<file path="config.mk">
export PLATFORM = sky130hd
export DESIGN_NAME = ecc_err_log
export DESIGN_NICKNAME = d
export VERILOG_FILES = /design/src/rtl/ecc_log_pkg.sv /design/src/rtl/ecc_log_regbus.sv /design/src/rtl/ecc_log_status.sv /design/src/rtl/ecc_log_capture.sv /design/src/rtl/ecc_err_log.sv
export SDC_FILE = /design/constraint.sdc
export NUM_CORES = 1
export LEC_CHECK = 0
export ABC_AREA = 1
export CAP_MARGIN = 20
export CORE_MARGIN = 2
export CORE_UTILIZATION = 63
export CTS_CLUSTER_SIZE = 20
export DETAILED_ROUTE_END_ITERATION = 10
export DONT_BUFFER_PORTS = 1
export PLACE_DENSITY = 0.85
export SLEW_MARGIN = 10
export SYNTH_ARGS = -nofsm -noshare
export SYNTH_HDL_FRONTEND = slang
export SYNTH_SLANG_ARGS = --single-unit
</file>
<file path="constraint.sdc">
create_clock -name clk -period 1.3 [get_ports clk]
set_input_delay 0.26 -clock clk [delete_from_list [all_inputs] [get_ports clk]]
set_output_delay 0.26 -clock clk [all_outputs]
set_load 0.02 [all_outputs]
</file>
<file path="src/rtl/ecc_log_pkg.sv">
package ecc_log_pkg;
  localparam int NCLS   = 2;
  localparam int CLS_CE = 0;
  localparam int CLS_UE = 1;

  localparam int STAT_CE_BIT = 0;
  localparam int STAT_UE_BIT = 7;
  localparam int CMD_CE_BIT  = 7;
  localparam int CMD_UE_BIT  = 8;

  localparam int OFS_STATUS = 'h00;
  localparam int OFS_ADDR   = 'h04;
  localparam int OFS_SYN    = 'h08;
  localparam int OFS_CHAN   = 'h0C;
  localparam int OFS_CMD    = 'h10;

  function automatic int stat_bit(input int cls);
    return (cls == CLS_CE) ? STAT_CE_BIT : STAT_UE_BIT;
  endfunction

  function automatic int cmd_bit(input int cls);
    return (cls == CLS_CE) ? CMD_CE_BIT : CMD_UE_BIT;
  endfunction
endpackage

</file>
<file path="src/rtl/ecc_log_regbus.sv">
module ecc_log_regbus
  import ecc_log_pkg::*;
#(
  parameter int AW    = 8,
  parameter int DW    = 32,
  parameter int BLK_W = 20,
  parameter int SYN_W = 8
) (
  input  logic [AW-1:0]    bus_addr,
  input  logic             bus_wen,
  input  logic [DW-1:0]    bus_wdata,
  input  logic [NCLS-1:0]  flag,
  input  logic [NCLS-1:0]  en,
  input  logic [BLK_W-1:0] log_blk,
  input  logic [SYN_W-1:0] log_syn,
  input  logic             log_ch,
  output logic [NCLS-1:0]  clr_req,
  output logic             wr_cmd,
  output logic [NCLS-1:0]  en_next,
  output logic [DW-1:0]    bus_rdata
);
  localparam int LOW_W = DW - BLK_W;

  logic sel_status, sel_cmd;
  logic wdata_unused;

  assign sel_status   = (bus_addr == AW'(OFS_STATUS));
  assign sel_cmd      = (bus_addr == AW'(OFS_CMD));
  assign wr_cmd       = bus_wen && sel_cmd;
  assign wdata_unused = ^bus_wdata;

  for (genvar c = 0; c < NCLS; c++) begin : g_wr
    assign clr_req[c] = bus_wen && sel_status && bus_wdata[stat_bit(c)];
    assign en_next[c] = bus_wdata[cmd_bit(c)];
  end

  always_comb begin
    bus_rdata = '0;
    case (bus_addr)
      AW'(OFS_STATUS): begin
        bus_rdata[STAT_CE_BIT] = flag[CLS_CE];
        bus_rdata[STAT_UE_BIT] = flag[CLS_UE];
      end
      AW'(OFS_ADDR):   bus_rdata = {log_blk, {LOW_W{1'b0}}};
      AW'(OFS_SYN):    bus_rdata[SYN_W-1:0] = log_syn;
      AW'(OFS_CHAN):   bus_rdata[0] = log_ch;
      AW'(OFS_CMD): begin
        bus_rdata[CMD_CE_BIT] = en[CLS_CE];
        bus_rdata[CMD_UE_BIT] = en[CLS_UE];
      end
      default:         bus_rdata = '0;
    endcase
  end
endmodule

</file>
<file path="src/rtl/ecc_log_status.sv">
module ecc_log_status
  import ecc_log_pkg::*;
(
  input  logic            clk,
  input  logic            rst_n,
  input  logic [NCLS-1:0] ev,
  input  logic [NCLS-1:0] clr_req,
  input  logic            wr_cmd,
  input  logic [NCLS-1:0] en_next,
  output logic [NCLS-1:0] flag,
  output logic [NCLS-1:0] held,
  output logic [NCLS-1:0] en,
  output logic            serr
);
  for (genvar c = 0; c < NCLS; c++) begin : g_cls
    logic fl_q, en_q;

    assign held[c] = fl_q & ~clr_req[c];

    always_ff @(posedge clk or negedge rst_n) begin
      if (!rst_n) begin
        fl_q <= 1'b0;
        en_q <= 1'b0;
      end else begin
        fl_q <= held[c] | ev[c];
        if (wr_cmd) en_q <= en_next[c];
      end
    end

    assign flag[c] = fl_q;
    assign en[c]   = en_q;
  end

  assign serr = |(flag & en);
endmodule

</file>
<file path="src/rtl/ecc_log_capture.sv">
module ecc_log_capture
  import ecc_log_pkg::*;
#(
  parameter int BLK_W = 20,
  parameter int SYN_W = 8
) (
  input  logic             clk,
  input  logic             rst_n,
  input  logic [NCLS-1:0]  held,
  input  logic             ce_valid,
  input  logic [BLK_W-1:0] ce_blk,
  input  logic [SYN_W-1:0] ce_syn,
  input  logic             ce_ch,
  input  logic             ue_valid,
  input  logic [BLK_W-1:0] ue_blk,
  input  logic [SYN_W-1:0] ue_syn,
  input  logic             ue_ch,
  output logic [BLK_W-1:0] log_blk,
  output logic [SYN_W-1:0] log_syn,
  output logic             log_ch
);
  logic take_ue, take_ce;

  assign take_ue = ue_valid && !held[CLS_UE];
  assign take_ce = ce_valid && (held == '0) && !take_ue;

  always_ff @(posedge clk or negedge rst_n) begin
    if (!rst_n) begin
      log_blk <= '0;
      log_syn <= '0;
      log_ch  <= 1'b0;
    end else if (take_ue) begin
      log_blk <= ue_blk;
      log_syn <= ue_syn;
      log_ch  <= ue_ch;
    end else if (take_ce) begin
      log_blk <= ce_blk;
      log_syn <= ce_syn;
      log_ch  <= ce_ch;
    end
  end
endmodule

</file>
<file path="src/rtl/ecc_err_log.sv">
module ecc_err_log
  import ecc_log_pkg::*;
#(
  parameter int AW    = 8,
  parameter int DW    = 32,
  parameter int BLK_W = 20,
  parameter int SYN_W = 8
) (
  input  logic             clk,
  input  logic             rst_n,
  input  logic             ce_valid,
  input  logic [BLK_W-1:0] ce_blk_addr,
  input  logic [SYN_W-1:0] ce_syndrome,
  input  logic             ce_channel,
  input  logic             ue_valid,
  input  logic [BLK_W-1:0] ue_blk_addr,
  input  logic [SYN_W-1:0] ue_syndrome,
  input  logic             ue_channel,
  input  logic [AW-1:0]    bus_addr,
  input  logic             bus_wen,
  input  logic [DW-1:0]    bus_wdata,
  output logic [DW-1:0]    bus_rdata,
  output logic             serr_o
);
  logic [NCLS-1:0]  flag, held, en, clr_req, en_next;
  logic             wr_cmd;
  logic [BLK_W-1:0] log_blk;
  logic [SYN_W-1:0] log_syn;
  logic             log_ch;

  ecc_log_regbus #(.AW(AW), .DW(DW), .BLK_W(BLK_W), .SYN_W(SYN_W)) u_bus (
    .bus_addr(bus_addr), .bus_wen(bus_wen), .bus_wdata(bus_wdata),
    .flag(flag), .en(en), .log_blk(log_blk), .log_syn(log_syn), .log_ch(log_ch),
    .clr_req(clr_req), .wr_cmd(wr_cmd), .en_next(en_next), .bus_rdata(bus_rdata)
  );

  ecc_log_status u_stat (
    .clk(clk), .rst_n(rst_n), .ev({ue_valid, ce_valid}), .clr_req(clr_req),
    .wr_cmd(wr_cmd), .en_next(en_next), .flag(flag), .held(held), .en(en),
    .serr(serr_o)
  );

  ecc_log_capture #(.BLK_W(BLK_W), .SYN_W(SYN_W)) u_cap (
    .clk(clk), .rst_n(rst_n), .held(held),
    .ce_valid(ce_valid), .ce_blk(ce_blk_addr), .ce_syn(ce_syndrome), .ce_ch(ce_channel),
    .ue_valid(ue_valid), .ue_blk(ue_blk_addr), .ue_syn(ue_syndrome), .ue_ch(ue_channel),
    .log_blk(log_blk), .log_syn(log_syn), .log_ch(log_ch)
  );
endmodule

</file>
==> results.cfg <==
[yosys]
yosys.area.top_type = dfrtp_1
synth_area_per_cell_um2 = 6.46
yosysSeqAreaShare_pct = 38.7
synth_area_leaders = dfrtp_1 (39%), nand2_1 (22%), nand3_1 (15%)
ys_ff_latch = 33
syn_area_mm2 = 0.00213
ys_types = 19
synth_cells = 330
yosysTopAreaCellShare_pct = 38.7
yosysWarningCount = 0

[routing]
vias_per_cell = 5.95
wl_um = 7080
post-route-drc-count = 0
antenna_left = 0
drt_iter0_drc = 298
drt-wirelength-per-cell_um = 17.5
firstDrtPassIters = 5
vias = 2410

[setup_path]
worstRegToRegCells = 5
cp-start-kind = input pin
path_max_fanout = 2
crit_path_end_kind = output port
critPathBufInv = 2
critPathTopFamily = simple AND/OR/NAND/NOR gates
crit_required_ns = 1.04
cpMaxStageDelayCell = nor3_2
worstPathCellList = nor2_4 > inv_2 > nor3_2 > buf_4 > nand3_1 > nand3_2
r2r-end = u_cap.log_ch
crit_arrival_ns = 1.16
r2r-start = u_stat.g_cls[1].fl_q
regToRegSetupSlack_ns = 0.04
path_class = input pin to output port
cpPeakStageDelay_ns = 0.24

[sta]
timing.final.ws_setup_ns = -0.120
rsz0062_at_grt = yes
fin_worst_skew_ns = 0.0217
setup-tns-final_ns = -2.31
timing.fmax_mhz = 704
period_share_pct = 109
fin_crit_ns = 1.42
slew_violations = 0
hold_viol_final = 0
setup_viol = 30

[clock_tree]
root_buffer = clkbuf_4
clockBufferDepth = 2
cts_inserted_buffers = 5
cts_tree = yes
worstSkewPairLatency_ns = 0.37
htree_levels = 2
path_clk_slew_ns = 0.12
clock_sinks = 33

[pwr]
vdd_drop_max_v = 0.000697
design_power_total_mw = 2.40
powerDensity_mw_per_mm2 = 815
power.leakage_nw = 1.52

[status]
violations = negative setup slack
status = complete, but fails checks

[worst_hold_path]
hold_depth = 2
min-delay-start = ue_valid
min_path_type = input pin to flip-flop
min_to = u_stat.g_cls[1].fl_q

[placement]
dp.final_hpwl_um = 3720
dp_slack_ns = -0.184
port_buffers = 0
place.gp.congestion = 0.780

[grt]
grt_start_max_net_pins = 35
grt_usage_pct = 34.4
grt_overflow = 0
grt_pass1_vias = 2244
antenna_found_initial = 0
grt_pass1_wl_um = 10400

[final_layout]
final_cell_mix = nand2_1 (125), nand3_1 (59), inv_1 (34)
drive_gt1_share_pct = 27.6
diodes = 0
area.growth.synth_to_final_pct = 38.1
layout_commonest_cell = nand2_1
nNetsFinal = 461

[die]
core_area_mm2 = 0.00328
die_x_um = 62.2
dieArea_mm2 = 0.00387
floorplan.initialDensity_pct = 64.9
fp-row-count = 21
die_h_um = 62.2
ioPinCount = 136

[run]
max_cap_violations = 0
per-layer routing:
layer | vias up | wire length (um) | track usage, % | part of all wire [%]
met5 | - | 0 | 0 | 0
met2 | 172 | 3540 | 58.8 | 50
li1 | 1065 | - | - | -
met3 | 53 | 595 | 8.33 | 8.4
met1 | 1120 | 2500 | 39.0 | 35
met4 | 0 | 449 | 20.3 | 6.3
what timing repair did:
item                       in CTS  in global routing
resized for setup              35                  3
hold buffers                    3                  0
setup endpoints to repair      30                 37
pin swaps                       4                  5
hold endpoints to repair       34                  0
setup buffers                   1                  1
cloned                          1                  1
synth_stat cells (all sizes together):
master / instances
dfrtp: 33
conb: 1
nand3: 67
nor4: 1
a22o: 1
inv: 36
nand4: 1
nor3: 1
clkbuf: 6
nand2: 131
nor2: 34
buf: 17
a21oi: 1
flip-flops by register name, indices dropped and copies added, names as in the netlist:
signal,cells
u_stat.g_cls.en_q,2
u_cap.log_syn,8
u_cap.log_ch,1
u_cap.log_blk,20
u_stat.g_cls.fl_q,2
worst max path at each step:
stage,from,to,slack (ns),depth (start not counted)
finish,bus_addr[1],bus_rdata[7],-0.12,6
global route,bus_addr[1],bus_rdata[7],-0.17,6
CTS,bus_addr[1],bus_rdata[22],-0.06,7
detailed placement,bus_addr[5],u_cap.log_blk[0],-0.18,11
global placement,bus_addr[1],u_cap.log_blk[4],-0.11,11
floorplan,bus_addr[1],u_cap.log_blk[10],-0.03,10
kinds of logic after synthesis:
kind of cell | after synthesis | share of synthesized area (%)
compound gates | 2 | 0.645
buf+inv | 59 | 13.4
flops | 33 | 38.7
other cells | 1 | 0.176
simple gates | 235 | 47.0
layout make-up:
cell class              count  area [um^2]
multi-input cells         240         1330
flip-flops and latches     33          826
repair buffers             42          524
fillers                   158          339
inverters                  36          135
clock buffers               7         65.1
well taps                  46         57.6
clock inverters             1         5.00
stage by stage:
stage               util, %  std cells  hold WS, ns  instance area (um^2)
detailed placement     79.5        390      -0.0348                  2610
floorplan                 -        332      -0.0356                  2410
finish                 89.7        405       0.0190                  2950
global route           89.7        405       0.0166                  2950
global placement       79.5        390      -0.0348                  2610
CTS                    88.3        403      0.00622                  2900
report_power, final:
group	leakage, nW	switching, mW	internal [mW]	total (mW)
logic	1.08	0.288	0.153	0.441
clock network	0.0413	0.385	0.313	0.698
registers	0.402	0.0899	1.17	1.26
total	1.52	0.763	1.64	2.40
No activity file was read; power rests on OpenSTA's default activity.
